<file path="src/rtl/tlbchk_pkg.sv">
package tlbchk_pkg;

  typedef enum logic [2:0] {
    FC_NONE    = 3'd0,
    FC_ADDR    = 3'd1,
    FC_NOMATCH = 3'd2,
    FC_INVALID = 3'd3,
    FC_NOEXEC  = 3'd4,
    FC_NOREAD  = 3'd5,
    FC_PRIV    = 3'd6,
    FC_DIRTY   = 3'd7
  } fault_e;

  localparam logic [1:0] ACC_LOAD  = 2'd0;
  localparam logic [1:0] ACC_STORE = 2'd1;
  localparam logic [1:0] ACC_FETCH = 2'd2;

  localparam logic [3:0] EC_NONE     = 4'd0;
  localparam logic [3:0] EC_PG_LOAD  = 4'd1;
  localparam logic [3:0] EC_PG_STORE = 4'd2;
  localparam logic [3:0] EC_PG_FETCH = 4'd3;
  localparam logic [3:0] EC_MODIFY   = 4'd4;
  localparam logic [3:0] EC_NOREAD   = 4'd5;
  localparam logic [3:0] EC_NOEXEC   = 4'd6;
  localparam logic [3:0] EC_PRIV     = 4'd7;
  localparam logic [3:0] EC_AE_FETCH = 4'd8;
  localparam logic [3:0] EC_AE_DATA  = 4'd9;

  localparam int BIT_V     = 0;
  localparam int BIT_D     = 1;
  localparam int BIT_PLV   = 2;
  localparam int BIT_NR    = 4;
  localparam int BIT_NX    = 5;
  localparam int BIT_RPLV  = 6;
  localparam int BIT_SWTOP = 11;
  localparam int PPN_LSB   = 12;
  localparam int PPN32_MSB = 31;

  typedef struct packed {
    logic       v;
    logic       d;
    logic [1:0] plv;
    logic       nr;
    logic       nx;
    logic       rplv;
  } attr_t;

endpackage

</file>
<file path="src/rtl/tlbchk_half_sel.sv">
module tlbchk_half_sel
  import tlbchk_pkg::*;
#(
  parameter int VA_W  = 48,
  parameter int PA_W  = 48,
  parameter int ENT_W = 64
) (
  input  logic [ENT_W-1:0] ent_even,
  input  logic [ENT_W-1:0] ent_odd,
  input  logic [VA_W-1:0]  vaddr,
  input  logic [5:0]       page_ps,
  input  logic             mode64,
  output attr_t            attr,
  output logic [PA_W-1:0]  pa_raw
);
  localparam int PPN_W = PA_W - PPN_LSB;
  localparam int P32_W = PPN32_MSB - PPN_LSB + 1;

  logic [ENT_W-1:0] sel;
  logic [PPN_W-1:0] ppn_raw;
  logic [PPN_W-1:0] sw_mask;
  logic [VA_W-1:0]  off_mask;
  logic [5:0]       sw_sh;
  logic             unused_bits;

  always_comb begin
    sel       = vaddr[page_ps] ? ent_odd : ent_even;
    attr.v    = sel[BIT_V];
    attr.d    = sel[BIT_D];
    attr.plv  = sel[BIT_PLV +: 2];
    attr.nr   = mode64 & sel[BIT_NR];
    attr.nx   = mode64 & sel[BIT_NX];
    attr.rplv = mode64 & sel[BIT_RPLV];
    ppn_raw   = mode64 ? sel[PPN_LSB +: PPN_W]
                       : PPN_W'(sel[PPN_LSB +: P32_W]);
    sw_sh     = page_ps - 6'd12;
    sw_mask   = (PPN_W'(1) << sw_sh) - PPN_W'(1);
    off_mask  = (VA_W'(1) << page_ps) - VA_W'(1);
    pa_raw    = {ppn_raw & ~sw_mask, {PPN_LSB{1'b0}}} | PA_W'(vaddr & off_mask);
  end

  assign unused_bits = ^{sel[BIT_SWTOP:BIT_RPLV+1], sel[ENT_W-1:PPN_LSB+PPN_W]};

endmodule

</file>
<file path="src/rtl/tlbchk_rights.sv">
module tlbchk_rights
  import tlbchk_pkg::*;
(
  input  attr_t      attr,
  input  logic [1:0] acc,
  input  logic [1:0] cur_plv,
  input  logic       hit,
  input  logic       addr_err,
  output fault_e     fault,
  output logic       perm_r,
  output logic       perm_w,
  output logic       perm_x
);
  logic is_fetch, is_store, is_load, priv_bad;

  always_comb begin
    is_fetch = (acc == ACC_FETCH);
    is_store = (acc == ACC_STORE);
    is_load  = !is_fetch && !is_store;
    priv_bad = attr.rplv ? (cur_plv != attr.plv) : (cur_plv > attr.plv);

    if (addr_err)                 fault = FC_ADDR;
    else if (!hit)                fault = FC_NOMATCH;
    else if (!attr.v)             fault = FC_INVALID;
    else if (is_fetch && attr.nx) fault = FC_NOEXEC;
    else if (is_load && attr.nr)  fault = FC_NOREAD;
    else if (priv_bad)            fault = FC_PRIV;
    else if (is_store && !attr.d) fault = FC_DIRTY;
    else                          fault = FC_NONE;

    perm_r = (fault == FC_NONE);
    perm_w = perm_r && attr.d;
    perm_x = perm_r && !attr.nx;
  end

endmodule

</file>
<file path="src/rtl/tlbchk_capture.sv">
module tlbchk_capture
  import tlbchk_pkg::*;
#(
  parameter int VA_W    = 48,
  parameter int BASE_PS = 12
) (
  input  fault_e              fault,
  input  logic [1:0]          acc,
  input  logic                mode64,
  input  logic                dbg_suppress,
  input  logic [VA_W-1:0]     vaddr,
  output logic [3:0]          exc_code,
  output logic                refill_set,
  output logic                rbadv_we,
  output logic                rehi_we,
  output logic [VA_W-14:0]    rehi_vppn,
  output logic                badv_we,
  output logic                ehi_we,
  output logic [VA_W-1:0]     ehi_val,
  output logic [VA_W-1:0]     cap_addr
);
  localparam int VPPN_W = VA_W - 13;
  localparam logic [VA_W-1:0] EHI_MASK = ~((VA_W'(1) << (BASE_PS + 1)) - VA_W'(1));

  logic [3:0] pg_code;

  always_comb begin
    case (acc)
      ACC_STORE: pg_code = EC_PG_STORE;
      ACC_FETCH: pg_code = EC_PG_FETCH;
      default:   pg_code = EC_PG_LOAD;
    endcase

    case (fault)
      FC_ADDR:    exc_code = (acc == ACC_FETCH) ? EC_AE_FETCH : EC_AE_DATA;
      FC_NOMATCH,
      FC_INVALID: exc_code = pg_code;
      FC_NOEXEC:  exc_code = EC_NOEXEC;
      FC_NOREAD:  exc_code = EC_NOREAD;
      FC_PRIV:    exc_code = EC_PRIV;
      FC_DIRTY:   exc_code = EC_MODIFY;
      default:    exc_code = EC_NONE;
    endcase

    refill_set = 1'b0;
    rbadv_we   = 1'b0;
    rehi_we    = 1'b0;
    rehi_vppn  = '0;
    badv_we    = 1'b0;
    ehi_we     = 1'b0;
    ehi_val    = '0;
    cap_addr   = '0;
    if (fault == FC_NOMATCH) begin
      refill_set = 1'b1;
      rbadv_we   = 1'b1;
      rehi_we    = 1'b1;
      rehi_vppn  = mode64 ? vaddr[VA_W-1:13] : VPPN_W'(vaddr[31:13]);
      cap_addr   = vaddr;
    end else if (fault != FC_NONE) begin
      badv_we  = !dbg_suppress;
      ehi_we   = 1'b1;
      ehi_val  = vaddr & EHI_MASK;
      cap_addr = vaddr;
    end
  end

endmodule

</file>
<file path="src/rtl/tlbchk_top.sv">
module tlbchk_top
  import tlbchk_pkg::*;
#(
  parameter int VA_W    = 48,
  parameter int PA_W    = 48,
  parameter int ENT_W   = 64,
  parameter int BASE_PS = 12,
  parameter bit REG_OUT = 1'b1
) (
  input  logic               clk,
  input  logic               rst_n,
  input  logic [1:0]         acc,
  input  logic [1:0]         cur_plv,
  input  logic               mode64,
  input  logic               hit,
  input  logic               addr_err,
  input  logic               dbg_suppress,
  input  logic [5:0]         page_ps,
  input  logic [VA_W-1:0]    vaddr,
  input  logic [ENT_W-1:0]   ent_even,
  input  logic [ENT_W-1:0]   ent_odd,
  output logic               ok,
  output logic [PA_W-1:0]    pa,
  output logic               perm_r,
  output logic               perm_w,
  output logic               perm_x,
  output logic [2:0]         fault_cls,
  output logic [3:0]         exc_code,
  output logic               refill_set,
  output logic               rbadv_we,
  output logic               rehi_we,
  output logic [VA_W-14:0]   rehi_vppn,
  output logic               badv_we,
  output logic               ehi_we,
  output logic [VA_W-1:0]    ehi_val,
  output logic [VA_W-1:0]    cap_addr
);
  localparam int VPPN_W = VA_W - 13;

  attr_t             attr;
  logic [PA_W-1:0]   pa_raw, pa_d;
  fault_e            fault;
  logic              ok_d, r_d, w_d, x_d;
  logic [3:0]        exc_d;
  logic              refill_d, rbadv_d, rehi_d, badv_d, ehi_d;
  logic [VPPN_W-1:0] vppn_d;
  logic [VA_W-1:0]   ehi_val_d, cap_d;

  tlbchk_half_sel #(.VA_W(VA_W), .PA_W(PA_W), .ENT_W(ENT_W)) u_half (
    .ent_even(ent_even), .ent_odd(ent_odd), .vaddr(vaddr), .page_ps(page_ps),
    .mode64(mode64), .attr(attr), .pa_raw(pa_raw)
  );

  tlbchk_rights u_rights (
    .attr(attr), .acc(acc), .cur_plv(cur_plv), .hit(hit), .addr_err(addr_err),
    .fault(fault), .perm_r(r_d), .perm_w(w_d), .perm_x(x_d)
  );

  tlbchk_capture #(.VA_W(VA_W), .BASE_PS(BASE_PS)) u_cap (
    .fault(fault), .acc(acc), .mode64(mode64), .dbg_suppress(dbg_suppress),
    .vaddr(vaddr), .exc_code(exc_d), .refill_set(refill_d), .rbadv_we(rbadv_d),
    .rehi_we(rehi_d), .rehi_vppn(vppn_d), .badv_we(badv_d), .ehi_we(ehi_d),
    .ehi_val(ehi_val_d), .cap_addr(cap_d)
  );

  always_comb begin
    ok_d = (fault == FC_NONE);
    pa_d = ok_d ? pa_raw : '0;
  end

  generate
    if (REG_OUT) begin : g_reg
      always_ff @(posedge clk or negedge rst_n) begin
        if (!rst_n) begin
          ok <= 1'b0; pa <= '0; perm_r <= 1'b0; perm_w <= 1'b0; perm_x <= 1'b0;
          fault_cls <= 3'd0; exc_code <= 4'd0; refill_set <= 1'b0;
          rbadv_we <= 1'b0; rehi_we <= 1'b0; rehi_vppn <= '0;
          badv_we <= 1'b0; ehi_we <= 1'b0; ehi_val <= '0; cap_addr <= '0;
        end else begin
          ok <= ok_d; pa <= pa_d; perm_r <= r_d; perm_w <= w_d; perm_x <= x_d;
          fault_cls <= fault; exc_code <= exc_d; refill_set <= refill_d;
          rbadv_we <= rbadv_d; rehi_we <= rehi_d; rehi_vppn <= vppn_d;
          badv_we <= badv_d; ehi_we <= ehi_d; ehi_val <= ehi_val_d; cap_addr <= cap_d;
        end
      end
    end else begin : g_comb
      always_comb begin
        ok = ok_d; pa = pa_d; perm_r = r_d; perm_w = w_d; perm_x = x_d;
        fault_cls = fault; exc_code = exc_d; refill_set = refill_d;
        rbadv_we = rbadv_d; rehi_we = rehi_d; rehi_vppn = vppn_d;
        badv_we = badv_d; ehi_we = ehi_d; ehi_val = ehi_val_d; cap_addr = cap_d;
      end
    end
  endgenerate

  AST_WRITE_NEEDS_READ: assert property (@(posedge clk) disable iff (!rst_n)
    perm_w |-> (perm_r && ok));
  AST_GRANT_ONLY_ON_OK: assert property (@(posedge clk) disable iff (!rst_n)
    (perm_r || perm_w || perm_x) |-> ok);
  AST_FAULT_HAS_CODE: assert property (@(posedge clk) disable iff (!rst_n)
    (fault_cls != 3'd0) |-> (exc_code != 4'd0 && !ok));
  AST_REFILL_PATH: assert property (@(posedge clk) disable iff (!rst_n)
    refill_set |-> (rbadv_we && rehi_we && !ehi_we && !badv_we));
  AST_ONE_CAPTURE: assert property (@(posedge clk) disable iff (!rst_n)
    !(rehi_we && ehi_we));
  AST_EHI_LOW_CLEAR: assert property (@(posedge clk) disable iff (!rst_n)
    ehi_we |-> (ehi_val[BASE_PS:0] == '0));
  AST_PA_CLEAR_ON_FAULT: assert property (@(posedge clk) disable iff (!rst_n)
    !ok |-> (pa == '0));

endmodule

</file>
<file path="config.mk">
export PLATFORM = sky130hd
export DESIGN_NAME = tlbchk_top
export DESIGN_NICKNAME = d
export VERILOG_FILES = /design/src/rtl/tlbchk_pkg.sv /design/src/rtl/tlbchk_half_sel.sv /design/src/rtl/tlbchk_rights.sv /design/src/rtl/tlbchk_capture.sv /design/src/rtl/tlbchk_top.sv
export SDC_FILE = /design/constraint.sdc
export NUM_CORES = 1
export LEC_CHECK = 0
export BUFFER_PORTS_ARGS = -buffer_cell sky130_fd_sc_hd__buf_4
export CAP_MARGIN = 20
export CELL_PAD_IN_SITES_DETAIL_PLACEMENT = 1
export CELL_PAD_IN_SITES_GLOBAL_PLACEMENT = 2
export CORE_MARGIN = 3
export CORE_UTILIZATION = 31
export DETAILED_ROUTE_END_ITERATION = 12
export PLACE_DENSITY = 0.89
export SLEW_MARGIN = 20
export SYNTH_ARGS = -nofsm -noshare
export SYNTH_HDL_FRONTEND = slang
export SYNTH_SLANG_ARGS = --single-unit
</file>
<file path="constraint.sdc">
create_clock -name clk -period 1.1 [get_ports clk]
set_input_delay 0.165 -clock clk [delete_from_list [all_inputs] [get_ports clk]]
set_output_delay 0.165 -clock clk [all_outputs]
set_load 0.01 [all_outputs]
</file>
## Word-level counts from Yosys, hierarchy flattened

Cells that the tools add are included.

- Flip-flop bits (word level): 192
- Bits of input ports: 192
- Output and inout port bits: 195

- $add $sub $neg: 3
- Magnitude comparators: 2
- Eq/ne operators: 10
- Shift-type cells: 2
- Multiplexer cells: 27
- Bitwise operators: 7
- Reduce and logical (&&, ||, !) cells: 14

Operators by type and width:

| cell | count |
|---|---|
| 48-bit two-way mux | 6 |
| 35-bit two-way mux | 2 |
| 48-bit bitwise AND | 1 |
| 48-bit OR | 1 |
| 1-bit by 6-bit left shift with 48-bit output (first input constant) | 1 |
| 48-bit by 2-bit subtractor with 48-bit output (second input constant) | 1 |
| 36-bit bitwise AND | 1 |
| 36-bit two-way mux | 1 |
| 36-bit NOT | 1 |
| 1-bit by 6-bit left shift with 36-bit output (first input constant) | 1 |
| 36-bit by 2-bit subtractor with 36-bit output (second input constant) | 1 |
| 4-bit one-hot mux with 6 select lines | 1 |
| 3-bit two-way mux | 7 |
| 3-bit equality test (second input constant) | 4 |
| 1-bit two-way mux | 8 |
| 6-bit by 7-bit less-than comparator with 1-bit output (second input constant) | 1 |
| 1-bit binary-select mux with 6-bit select | 1 |
| 3-bit by 2-bit equality test with 1-bit output (second input constant) | 2 |
| 1-bit logical AND | 6 |
| 6-bit by 4-bit subtractor with 6-bit output (second input constant) | 1 |
| 1-bit zero test | 5 |
| 2-bit one-hot mux with 2 select lines | 1 |
| 1-bit bitwise AND | 3 |
| 3-bit by 1-bit equality test with 1-bit output (second input constant) | 1 |
| 7 further kinds | 7 |

## Logic depth before layout (Yosys ltp)

Gate-level depths: netlist of the first run.

- Word-level depth: 15
- Depth in mapped cells: 20
- Gate-level depth less buffers: 15

## Hierarchy

From an unflattened synthesis of the first run, not the netlist that was laid out.

- Cell total of the unflattened synthesis: 929
- Area total of the unflattened synthesis: 9,809.4 µm²

Modules (own cells, without submodules):

| module | times used | cells each | area an instance (µm²) |
|---|---|---|---|
| tlbchk_top | 1 | 259 | 5,456.5 |
| tlbchk_half_sel | 1 | 477 | 3,071.7 |
| tlbchk_capture | 1 | 165 | 1,071.0 |
| tlbchk_rights | 1 | 28 | 210.2 |

## Worst setup path after synthesis of the first run

OpenSTA, ideal clock, no wires.

- Path type: input to register
- From: input port page_ps[4]
- To: register cap_addr[10]
- Setup time: 117 ps
- Data arrival time: 3,642 ps
- Data required time: 983 ps
- Setup slack: -2,658 ps
- Stages: 20
- Cell sequence: buf_6 > or2_1 > buf_6 > nor2_8 > o21ai_2 > or4_4 > nand3_2 > buf_2 > mux2_2 > ha_1 > nand2_1 > nand3_1 > o21ai_0 > nor4_1 > o21ai_1 > or3_1 > buf_4 > buf_6 > buf_6 > and2_4

- Cells in the longest elaborated chain, start to end: 15

Ends and longest elaborated chain:

| item | line | RTL |
|---|---|---|
| start: declaration | tlbchk_top.sv:18 | `input logic [5:0] page_ps,` |
| 1-bit binary-select mux with 6-bit select * | tlbchk_half_sel.sv:27 | `sel = vaddr[page_ps] ? ent_odd : ent_even;` |
| 1-bit two-way mux (implied by the code) * | tlbchk_half_sel.sv:27 |  |
| 48-bit two-way mux * | tlbchk_half_sel.sv:27 |  |
| branches (longest 6 deep; another with 2-bit greater-than comparator) | n/a |  |
| 3-bit two-way mux * | tlbchk_rights.sv:24 | `else if (!attr.v) fault = FC_INVALID;` |
| 3-bit two-way mux * | tlbchk_rights.sv:23 | `else if (!hit) fault = FC_NOMATCH;` |
| 3-bit two-way mux * | tlbchk_rights.sv:22 | `if (addr_err) fault = FC_ADDR;` |
| 3-bit nonzero test | tlbchk_capture.sv:59 | `end else if (fault != FC_NONE) begin` |
| 48-bit two-way mux | tlbchk_capture.sv:59 |  |
| 48-bit two-way mux * | tlbchk_capture.sv:53 | `if (fault == FC_NOMATCH) begin` |
| net cap_d[10] | tlbchk_top.sv:47 | `logic [VA_W-1:0] ehi_val_d, cap_d;` |
| end signal: assignment | tlbchk_top.sv:83 | `badv_we <= badv_d; ehi_we <= ehi_d; ehi_val <= ehi_val_d; cap_addr <= cap_d;` |
| end: declaration | tlbchk_top.sv:36 | `output logic [VA_W-1:0] cap_addr` |

Mark *: on every way through the listed nets, which the timed path passes. The select of a mux whose other input is x is not followed.

## Worst setup path after layout of the first run

- From: input port page_ps[3]
- To: register pa[32]

- Cells in the longest elaborated chain, start to end: 14

Ends and longest elaborated chain:

| item | line | RTL |
|---|---|---|
| branches (longest 13 deep; another with 2-bit greater-than comparator) | n/a |  |
| 48-bit two-way mux * | tlbchk_top.sv:68 | `pa_d = ok_d ? pa_raw : '0;` |
| net pa_d[32] | tlbchk_top.sv:41 | `logic [PA_W-1:0] pa_raw, pa_d;` |
| end signal: assignment | tlbchk_top.sv:75 | `ok <= 1'b0; pa <= '0; perm_r <= 1'b0; perm_w <= 1'b0; perm_x <= 1'b0;` |
| end signal: assignment | tlbchk_top.sv:80 | `ok <= ok_d; pa <= pa_d; perm_r <= r_d; perm_w <= w_d; perm_x <= x_d;` |
| end: declaration | tlbchk_top.sv:23 | `output logic [PA_W-1:0] pa,` |

Marks and branches as above.

==> results of run 1 <==
==> final timing paths <==
check	from	end	slack, ns	cells past startpoint
max in group asynchronous	rst_n	pa[11]	0.35	3
max	page_ps[3]	pa[32]	-2.20	21
min in group asynchronous	rst_n	cap_addr[27]	0.22	2
min	vaddr[39]	rehi_vppn[26]	0.007	2
==> power breakdown <==
part | internal [mW] | total [mW] | leakage, nW | switching [mW]
Combinational | 2.96 | 5.70 | 5.35 | 2.74
Sequential | 6.91 | 7.11 | 2.30 | 0.202
Clock | 3.08 | 6.17 | 0.281 | 3.08
==> area by class of cell <==
cell class,instances,area (um^2)
Clock buffer,18,439.2
Clock inverter,14,138.9
Fill cell,3114,12510
Inverter,16,75.07
Multi-Input combinational cell,636,4912
Sequential cell,179,4479
Tap cell,384,480.5
Timing Repair Buffer,621,5962
Timing Repair inverter,1,16.27
==> per-stage QoR <==
stage	util, %	setup slack [ns]
after floorplan	-	-2.453
after global placement	47.13	-2.594
after detailed placement	47.13	-2.739
after CTS	55.18	-1.987
after global routing	56.88	-2.339
final	56.88	-2.201
==> cell usage in the layout, fill, tap and decap left out, drive strengths merged, types with 3 or more instances in the layout <==
cell type and instances:
or2 3, or3 12, and3 60, a211o 9
xnor2 5, nand2 55, clkinv 6, nand2b 10
nor2 47, nor4 6, o221ai 4, o31a 3
a22oi 9, a21boi 3, o21ai 60, clkbuf 24
nor3b 4, conb 13, a31oi 8, a211oi 4
ha 8, inv 23, nand3 30, dfrtp 179
mux2i 34, a21o 3, a22o 3, o211ai 10
nor3 18, a221oi 4, o21a 4, mux2 26
a21oi 61, buf 602, nand4 3, and2 71
nor2b 11, dlygate4sd3 12, o22ai 7
==> what timing repair did <==
action                     4_1_cts  5_1_grt
setup buffers                   20       10
pin swaps                       35       78
hold buffers                    12        0
setup endpoints to repair      324      324
gates resized for setup        297       80
hold endpoints to repair       181        0
gates cloned                    14        6
==> per-layer routing <==
metal	vias up	global-route usage [%]	part of all wire (%)
met1	5014	36.41	40
met5	-	0	0
met3	104	5.385	6.8
met2	487	50.32	50
met4	0	9.545	3.2
li1	4309	-	-
==> kinds of logic after synthesis <==
family	count (synthesis)	share of synthesized area (%)
compound gates	212	15.89
xor+xnor	6	0.5694
other cells	1	0.04063
simple gates	336	20.80
buf+inv	104	6.223
mux	60	6.860
flops	179	48.54
fa+ha+maj	8	1.085
==> registers in the layout, indices dropped and copies added (netlist names) <==
signal,flops
perm_x,1
badv_we,1
exc_code,4
perm_w,1
rehi_we,1
cap_addr,48
rehi_vppn,35
ehi_val,35
pa,48
fault_cls,3
perm_r,1
ehi_we,1
==> results, run 1 <==
- The HPWL after detailed placement is between 30 and 40 mm.
- The number of placed instances with taps included is 1,785.
- TritonCTS built the clock tree.
- After detailed routing, the average wire length per cell comes to between 20 and 30 um.
- The die covers roughly 0.032 mm^2.
- The number of antenna repair diodes is 0.
- The root buffer cell chosen for the clock tree is sky130_fd_sc_hd__clkbuf_16.
- Dividing the synthesized area by the synthesized cell count gives approximately 10 um^2.
- The cell count after synthesis is approximately 910.
- The number of buffers inserted by port buffering is 331.
- The flow ran to the end, but the final reports show violations.
- The most used flip-flop cell after synthesis is sky130_fd_sc_hd__dfrtp_1.
- After floorplanning, the core was divided into 62 placement rows.
- The core box area is between 0.02 and 0.03 mm^2.
- The first global-routing pass estimated roughly 69 mm of wire.
- The critical path launch point type is a primary input.
- The die is 178.5 um wide.
- After global routing the overflow that remains totals 0.
- The CTS sink count is 179.
- The initial antenna violation count is 0.
- In this run the static leakage power is 7.936 nW.
- The critical path contains buffers and inverters numbering 7 combined.
- The number of max-slew violations in the final report is 0.
- Headroom to the max-slew limit came out at approximately 48%.
- In the final timing run, aggregate negative setup slack is -300.93 ns.
- The worst hold-check slack is between 0.007 and 0.008 ns.
- Walking the worst path, the cells encountered are buf_12 -> buf_8 -> nor2b_4 -> o21ai_0 -> and2_1 -> o211ai_1 -> buf_4 -> nand3_4 -> buf_6 -> mux2i_1 -> ha_1 -> nand2_4 -> nand3_4 -> o21ai_2 -> nor4_2 -> o21ai_2 -> buf_4 -> or3_4 -> buf_12 -> buf_16 -> a21oi_2.
- The global-route usage over all layers is 29.04%.
- The largest fanout on the critical path is 10.
- By area the synthesized netlist is led by sky130_fd_sc_hd__dfrtp_1 (49%), sky130_fd_sc_hd__and3_1 (4.1%), sky130_fd_sc_hd__mux2i_1 (3.7%), sky130_fd_sc_hd__mux2_2 (3.2%), sky130_fd_sc_hd__o21ai_0 (3.0%).
- The final cell area excluding filler cells is roughly 0.017 mm^2.
- The fmax is roughly 300 MHz.
- The maximum number of pins on one net before global-route repair is 40.
- The number of maximum-capacitance violations is 0.
- The share of the synthesized area in the top cell type is 48.54%.
- The synthesized cell area is between 0.009 and 0.01 mm^2.
- In this run the count of I/O pins placed on the die edge is about 390.
- The number of optimization iterations in the first detailed-route pass is 5.
- VDD sags by at most about 1.2 mV.
- Using the TritonRoute via totals, the vias-per-cell ratio works out to 5.304.
- The first routing iteration left approximately 740 violations.
- At the worst endpoint, the required time is roughly 1.5 ns.
- Total power for the finished layout comes to 18.98 mW.
- On the critical path, the stage with the largest delay is an instance of sky130_fd_sc_hd__or3_4.
- STA puts the critical path data arrival time at around 3.7 ns.
- Setup violations remaining at the end of the flow were counted as slightly above 300.
- The die boundary height is 178.5 um.
- Leaving out filler cells and counting taps, the final layout contains about 1,900.
- The power density over the cells is about 1100 mW/mm^2.
- In this run the deepest clock path goes through 2 buffers.
- In the routed design, unresolved DRC markers number 0.
- The number of global-route vias before repair is 10,760.
- By count the netlist is led by sky130_fd_sc_hd__dfrtp_1 (179), sky130_fd_sc_hd__and3_1 (60), sky130_fd_sc_hd__o21ai_0 (56).
- Of the cells placed in the final design, the portion with a size suffix greater than 1 is between 50 and 60%.
- The worst setup path is captured at a flop.
- The final routed wirelength across all metal layers is 48.88 mm.
- In the post-route analysis, the smallest setup slack over all paths is -2.201 ns.
- On the worst path, the slowest cell contributes a delay of between 0.4 and 0.5 ns.
- Sequential elements use about half of the synthesized area.
- The post-synthesis to final-layout area growth is 78.82%.
- The critical path class is primary input to flop.
- Yosys mapped the design onto 74 distinct sky130hd cell types.
- The pin slew with the least headroom to its limit is 0.7783 ns.
- The number of CTS-inserted buffers is 17.
- The routability-driven placement congestion ratio is about 0.87.
- The post-route fraction of the period consumed by the critical path is 300.1%.
- The class of the tightest hold or removal check is primary input to flop.
- The most frequent cell after synthesis is sky130_fd_sc_hd__dfrtp_1.
- The effective utilization at floorplan is approximately a third.
- The final reports fail on negative setup slack.
- The fraction of synthesis flops using an asynchronous set or reset pin is 100.0%.
- The detail route stage leaves a number of antenna-violating nets equal to 0.
- Setup repair after global routing could not meet its margin everywhere.
- The top cell family by delay on the critical path is simple AND/OR/NAND/NOR gates.
- The number of hold-slack violations in the final timing report is 0.
- The post-layout minimum cycle time is between 3 and 4 ns.
- The area after detailed placement is 0.01367 mm^2.
- The layout net count is 1,672.
- The total number of yosys warnings is 0.
- The number of flops mapped to enable cells by yosys is 0.
- The H-tree was split into 4 levels.
- The largest total area in the synthesized netlist belongs to sky130_fd_sc_hd__dfrtp_1.
- Synthesis inferred about 180 register bits.
- After clock tree synthesis, the clock-pin slew on the worst setup and hold paths is ~0.08 ns.
- Across all layers, the routed design uses between 9,000 and 10,000 vias.
No activity file was read; power rests on OpenSTA's default activity.
==> run 2, diff against run 1 <==
--- a/config.mk
+++ b/config.mk
@@ -6,4 +6,5 @@
 export NUM_CORES = 1
 export LEC_CHECK = 0
+export ABC_CLOCK_PERIOD_IN_PS = 1100
 export BUFFER_PORTS_ARGS = -buffer_cell sky130_fd_sc_hd__buf_4
 export CAP_MARGIN = 20
==> constraint.sdc (replaced) <==
create_clock -name clk -period 1.1 [get_ports clk]
set_input_delay 0.11 -clock clk [delete_from_list [all_inputs] [get_ports clk]]
set_output_delay 0.11 -clock clk [all_outputs]
set_load 0.01 [all_outputs]
==> run 2 against run 1 <==
Net effect:
- the run still ends with negative setup slack left
- final cell count fell by 1.0%
- sequential power is 0.6% lower
- count of clock-buffer cells in the layout grew 1
- design area is 6.0% lower
- combinational power fell by 9.1%
- fmax is 2.0% higher
- flip-flop and latch count unchanged
- critical path depth shrank 1
- non-clock buffer count decreased by 17
- worst setup slack improved by 0.065 ns
- via count decreased by 3.5%
==> results, run 2 (synthesized netlist as in run 1, its figures left out) <==
- The area after detailed placement is 0.01357 mm^2.
- With fillers left out, the area of the finished cells amounts to between 0.015 and 0.02 mm^2.
- Once placement completed, the tool counted placed cells totaling between 1,500 and 2,000.
- The count of placed standard cells in the final layout, fillers left out is around 1,900.
- Setup repair after global routing could not meet its margin everywhere.
- At the end of routability-driven placement, the weighted congestion stood at about 0.93.
- The final routed wirelength across all metal layers is around 45 mm.
- The highest-utilization routing layer at the global route stage is met2.
- The data required time of the worst path is roughly 1.4 ns.
- Global routing consumed, on the met1 layer, about a third of the routing resources.
- The number of antenna repair diodes is 0.
- The reported leakage power is between 7 and 8 nW.
- During placement, the flow inserted port buffers numbering about 330.
- The flow ran to the end, but the final reports show violations.
- The post-detailed-route via-to-cell ratio is 5.172.
- The first global-routing pass estimated 63.02 mm of wire.
- The met3 routing resource usage after global routing is under 10%.
- The CTS sink count is about 180.
- The layout net count is approximately 1,700.
- The critical path class is primary input to flop.
- The worst-case vdd ir drop is around 1.1 mV.
- The HPWL after detailed placement is 32.31 mm.
- The number of levels in the clock H-tree is 4.
- In the layout the commonest cells are sky130_fd_sc_hd__buf_4 (486), sky130_fd_sc_hd__dfrtp_1 (179), sky130_fd_sc_hd__buf_6 (81), sky130_fd_sc_hd__nand2_1 (53), sky130_fd_sc_hd__o21ai_0 (51).
- The final standard cell utilization of the core is around 53%.
- The initial utilization of the core area, before any placement, comes to a little under a third.
- Along the worst hold path, the cell count comes to 3.
- The area of the die is 0.03188 mm^2.
- Dividing total power by cell area gives a power density of about 1200 mW/mm^2.
- The worst setup path is captured at a flop.
- In this run the count of I/O pins placed on the die edge is 387.
- For met2 alone, demand over resource in global routing was a little under half.
- The source of the worst hold timing path is vaddr[9].
- The worst setup path is launched from a primary input.
- In this run the core area contains 62 standard-cell rows.
- The number of CTS-inserted buffers is 17.
- Entering global routing, the biggest net connects 52 pins.
- The library cell used most frequently in the layout, excluding fill and tap cells, is sky130_fd_sc_hd__buf_4.
- The worst path in the final design needs a cycle of around 3.2 ns, including I/O delays and setup.
- From left edge to right edge, the die measures between 150 and 200 um.
- Dividing the detail-routed wire length by the instance count gives 24.26 um.
- The largest registers in the layout are cap_addr (48), pa (48).
- The class of the tightest hold or removal check is primary input to flop.
- The CTS tree is built.
- The core box area is about 0.029 mm^2.
- The fraction of final layout cells with drive strength greater than 1 is between 50% and 60%.
- In this run, the number of DRC markers left after iteration 0 of detailed routing was just under 600.
- The final setup violation count is 148.
- The buffer levels on the longest clock path is 2.
- The number of hold-slack violations in the final timing report is 0.
- For this run, design rule violations remaining after detail routing come to 0.
- The number of optimization iterations in the first detailed-route pass is 5.
- The number of max-slew violations in the final report was 0.
- The total vias in the final route is 9,569.
- At the pin with the least slew margin, the transition time is approximately 0.73 ns.
- The checks that failed: negative setup slack.
- The detail route stage leaves a number of antenna-violating nets equal to 0.
- Headroom to the max-slew limit came out at around half.
- The post-synthesis to final-layout area growth is 68.00%.
- The post-route fraction of the period consumed by the critical path is 294.1%.
- The number of maximum-capacitance violations is 0.
- The cell at the root of the clock tree is sky130_fd_sc_hd__clkbuf_16.
- Derived from the worst setup path, the maximum achievable clock frequency is between 300 and 400 MHz.
- The minimum setup slack in the final design is -2.136 ns.
- Global routing finished with a remaining overflow of 0.
- The initial antenna violation count was 0.
- From bottom edge to top edge, the die measures between 150 and 200 um.
- The worst path arrival time is roughly 3.6 ns.
- The worst setup timing slack at the placement stage is -2.626 ns.
- The destination of the worst hold path is cap_addr[9].
- The number of global-route vias before repair is roughly 10,000.
- The largest fanout on the critical path is 7.
- The global-route usage over all layers is a little over a quarter.
- The clock-pin slew reported for the worst setup and hold paths after clock tree synthesis is 0.07 ns.
run 2: metrics by stage:
step	hold WS, ns	power [mW]	setup TNS (ns)
2_1_floorplan	-0.1856	9.088	-325.77
3_3_place_gp	0.06078	11.52	-345.48
3_5_place_dp	0.05838	11.62	-358.57
4_1_cts	0.001014	18.61	-257.27
5_1_grt	0.02368	19.69	-305.74
6_report	0.02671	18.95	-287.22
run 2: area by class of cell:
| class | count | area [um^2] |
|---|---|---|
| tap | 384 | 480.5 |
| sequential | 179 | 4479 |
| clock buffer | 19 | 442.9 |
| fill | 3217 | 13510 |
| timing repair buffer | 604 | 5225 |
| clock inverter | 13 | 195.2 |
| inverter | 16 | 72.57 |
| multi-input combinational | 635 | 4609 |
run 2: repair_timing:
item                                    in CTS  in global routing
gates resized for setup                     76                106
hold buffers                                13                  0
hold endpoints to repair                   203                  0
pin swaps                                   14                 37
gates cloned                                 3                  6
endpoints found under the setup margin     167                202
buffers inserted                            20                  6
run 2: metal layers:
layer	part of all wire [%]	vias up	wire length, um
met4	2.6	0	1176
li1	-	4264	-
met3	6.7	61	3014
met1	40	4812	17840
met5	0	-	0
met2	51	432	22860
run 2: worst max path at each step:
stage,start,to,slack (ns)
2_1_floorplan,page_ps[4],cap_addr[10],-2.40
3_3_place_gp,page_ps[0],pa[6],-2.51
3_5_place_dp,page_ps[0],pa[0],-2.63
4_1_cts,page_ps[4],cap_addr[26],-1.91
5_1_grt,page_ps[2],ehi_val[35],-2.25
6_report,page_ps[2],ehi_val[30],-2.14
run 2: where the power goes:
group,internal [mW],total (mW),switching [mW]
Sequential,6.91,7.07,0.154
Combinational,2.63,5.18,2.55
Clock,3.91,6.70,2.79
Total,13.5,18.9,5.50
run 2: worst max-delay path: stages:
cell	delay [ns]
sky130_fd_sc_hd__buf_16	0.12
sky130_fd_sc_hd__buf_12	0.13
sky130_fd_sc_hd__nor2b_1	0.18
sky130_fd_sc_hd__buf_4	0.17
sky130_fd_sc_hd__a22o_1	0.17
sky130_fd_sc_hd__o21ai_2	0.07
sky130_fd_sc_hd__o211ai_1	0.11
sky130_fd_sc_hd__buf_4	0.17
sky130_fd_sc_hd__nand3_4	0.12
sky130_fd_sc_hd__mux2_4	0.34
sky130_fd_sc_hd__ha_4	0.27
sky130_fd_sc_hd__nand2_4	0.07
sky130_fd_sc_hd__nand3_4	0.07
sky130_fd_sc_hd__o21ai_2	0.06
sky130_fd_sc_hd__nor4_2	0.27
sky130_fd_sc_hd__o21ai_1	0.12
sky130_fd_sc_hd__or3_4	0.47
sky130_fd_sc_hd__buf_12	0.19
sky130_fd_sc_hd__buf_16	0.15
sky130_fd_sc_hd__and3_4	0.17
==> run 3, diff against run 2 <==
Settings changed: CORE_ASPECT_RATIO from default to 2, SKIP_CTS_REPAIR_TIMING from default to 1.
==> run 3 against run 2 <==
Net effect:
- the flow still finishes with violations (negative setup slack)
- sequential power about the same
- flip-flop and latch count unchanged
- critical path depth decreased by 2
- fmax increased by 6.0%
- worst hold slack got worse by 0.012 ns
- final cell count decreased by 1.9%
- design area decreased by 3.6%
- utilization decreased by 2.0 points
- sequential share of layout area increased by 1.1 points
- critical endpoint is now pa[11]
- largest cell class unchanged
- largest power group unchanged
==> results, run 3 (synthesized netlist as in run 1, its figures left out) <==
- For this design the ratio of total power to cell area is between 1000 and 1500 mW/mm^2.
- The number of standard-cell rows in the floorplan is just under 90.
- The area after detailed placement is approximately 0.014 mm^2.
- In the final routing, the length of wire on met1 measures around 15 mm.
- The largest registers in the layout are cap_addr (48), pa (48).
- The first routing iteration left 481 violations.
- The number of hold-slack violations in the final timing report is 0.
- The most common cell after layout, fill and taps aside is sky130_fd_sc_hd__buf_4.
- Headroom to the max-slew limit came out at between 40 and 50%.
- Detailed routing placed a total of around 25 mm of wire on met2.
- Pin placement for this block handled 387 I/O pins.
- The count of nets left with antenna violations once routing finished came out at 0.
- With fillers left out, the area of the finished cells amounts to roughly 0.015 mm^2.
- CTS built an H-tree with a depth of 4.
- Setup repair after global routing could not meet its margin everywhere.
- The critical path endpoint category is a flop.
- The initial antenna violation count is 0.
- For this run the aggregate overflow at the end of global routing stands at 0.
- The checks that failed: negative setup slack.
- The class of the tightest hold or removal check is primary input to flop.
- The post-detailed-route via-to-cell ratio is around 5.1.
- The maximum number of pins on one net before global-route repair is 57.
- For the pin with the worst max-slew slack, the measured transition is 0.7877 ns.
- The launch point of the critical path is page_ps[1].
- The critical path is of the primary input to flop type.
- The number of CTS-inserted buffers is 17.
- The critical path launch point type is a primary input.
- The buffer levels on the longest clock path is 2.
- The tool flagged a number of max-cap violations equal to 0.
- The worst setup timing slack at the placement stage is -2.555 ns.
- Along the worst path, the maximum fanout reaches 11.
- The global-route wire length before repair is 63.78 mm.
- The cell at the root of the clock tree is sky130_fd_sc_hd__clkbuf_16.
- The CTS sink count is 179.
- The effective utilization at floorplan is a little under a third.
- Detailed routing placed a total of between 1.5 and 2 mm of wire on met3.
- The CTS tree is built.
- The HPWL after detailed placement is 35.13 mm.
- For the final routed database, the setup TNS stands at -259.68 ns.
- The global-route usage over all layers is roughly 27%.
- The minimum setup slack in the final design is -1.952 ns.
- The layout net count is approximately 1,600.
- STA puts the critical path data required time at roughly 1.5 ns.
- The DRC violation count after routing is 0.
- The number of global-route vias before repair is 10,220.
- The clock-pin slew reported for the worst setup and hold paths after clock tree synthesis is approximately 0.070 ns.
- The worst path in the final design needs a cycle of roughly 3 ns, including I/O delays and setup.
- The filler cells instantiated in the layout total approximately 3,300.
- The run finished, with violations left.
- The routed wire length per instance is ~25 um.
- The number of antenna repair diodes is 0.
- The worst hold path cell count is 3.
- The source of the worst hold timing path is vaddr[43].
- The region available for standard cell placement spans a little under 0.03 mm^2.
- Before antenna repair, the detailed router went through 5 iterations.
- The fmax is 327.7 MHz.
- The routability-driven placement congestion ratio is 0.9289.
- The number of max-slew violations in the final report came to 0.
- During placement, the flow inserted port buffers numbering roughly 330.
- The final routed wirelength across all metal layers is 44.63 mm.
- Setup violations remaining at the end of the flow were counted as 146.
- The die covers about 0.032 mm^2.
- Dividing the final minimum period by the clock period gives 277.4%.
- The highest routing layer actually used is met4.
- In the layout the commonest cells are sky130_fd_sc_hd__buf_4 (508), sky130_fd_sc_hd__dfrtp_1 (179), sky130_fd_sc_hd__and3_1 (57), sky130_fd_sc_hd__o21ai_0 (54), sky130_fd_sc_hd__nand2_1 (54).
- In the final layout, the share of cells above drive strength 1 is between 50% and 60%.
- The width of the die is 128.0 um.
- The analysis attributes to cell leakage a power of between 7 and 8 nW.
- The worst-case vdd ir drop is 1.122 mV.
- The die boundary height is approximately 250 um.
- The post-synthesis to final-layout area growth is 62.03%.
- STA puts the critical path data arrival time at 3.42 ns.
- The total vias in the final route is just over 9,000.
==> run 3: changes by cell type in the layout (fill, tap and decap cells not counted), sizes merged <==
| cell | delta |
|---|---|
| inv | -2 |
| clkinvlp | +1 |
| buf | -9 |
| clkbuf | -1 |
| clkinv | +2 |
| bufinv | -3 |
==> run 3: per-layer routing <==
metal / GRT usage, % / vias up
li1: - / 4237
met5: 0 / -
met1: 28.07 / 4659
met2: 51.62 / 349
met4: 12.08 / 0
met3: 3.213 / 94
==> run 3: worst max-delay path: stages <==
cell,delay (ns)
sky130_fd_sc_hd__buf_6,0.12
sky130_fd_sc_hd__buf_12,0.14
sky130_fd_sc_hd__nand2_1,0.11
sky130_fd_sc_hd__a211oi_2,0.08
sky130_fd_sc_hd__or4_4,0.58
sky130_fd_sc_hd__nand3_4,0.13
sky130_fd_sc_hd__mux2_4,0.32
sky130_fd_sc_hd__ha_4,0.27
sky130_fd_sc_hd__nand2_4,0.07
sky130_fd_sc_hd__nand3_2,0.11
sky130_fd_sc_hd__o21ai_0,0.09
sky130_fd_sc_hd__a31oi_1,0.15
sky130_fd_sc_hd__o21ai_1,0.12
sky130_fd_sc_hd__or3_4,0.46
sky130_fd_sc_hd__buf_12,0.16
sky130_fd_sc_hd__buf_12,0.14
sky130_fd_sc_hd__clkinv_8,0.05
sky130_fd_sc_hd__and3_1,0.17
==> run 3: through the flow <==
| step | utilization [%] | total power [mW] | cells | hold slack, ns |
|---|---|---|---|---|
| floorplan | - | 9.088 | 918 | -0.1856 |
| global placement | 46.98 | 11.63 | 1756 | 0.09212 |
| detailed placement | 46.98 | 11.73 | 1756 | 0.09218 |
| CTS | 48.95 | 17.84 | 1788 | -0.3783 |
| global route | 51.44 | 18.78 | 1814 | 0.009110 |
| finish | 51.44 | 18.06 | 1814 | 0.01461 |
==> run 3: worst paths after layout <==
check | endpoint
max in group asynchronous | pa[26]
hold / removal | pa[43]
setup / recovery | pa[11]
min in group asynchronous | cap_addr[47]
==> run 3: final cells by class <==
type | count | area, um^2 | area share (%)
Tap cell | 360 | 450.4 | 3.012
Sequential cell | 179 | 4479 | 29.96
Inverter | 16 | 72.57 | 0.4853
Multi-Input combinational cell | 635 | 4448 | 29.75
Clock inverter | 10 | 98.84 | 0.6610
Timing Repair Buffer | 591 | 4913 | 32.86
Timing Repair inverter | 1 | 16.27 | 0.1088
Clock buffer | 22 | 474.2 | 3.171
==> run 3: power by group <==
part           total (mW)  internal (mW)  switching, mW
combinational        4.90           2.45           2.45
clock                6.10           3.33           2.77
sequential           7.06           6.91          0.148
total                18.1           12.7           5.37
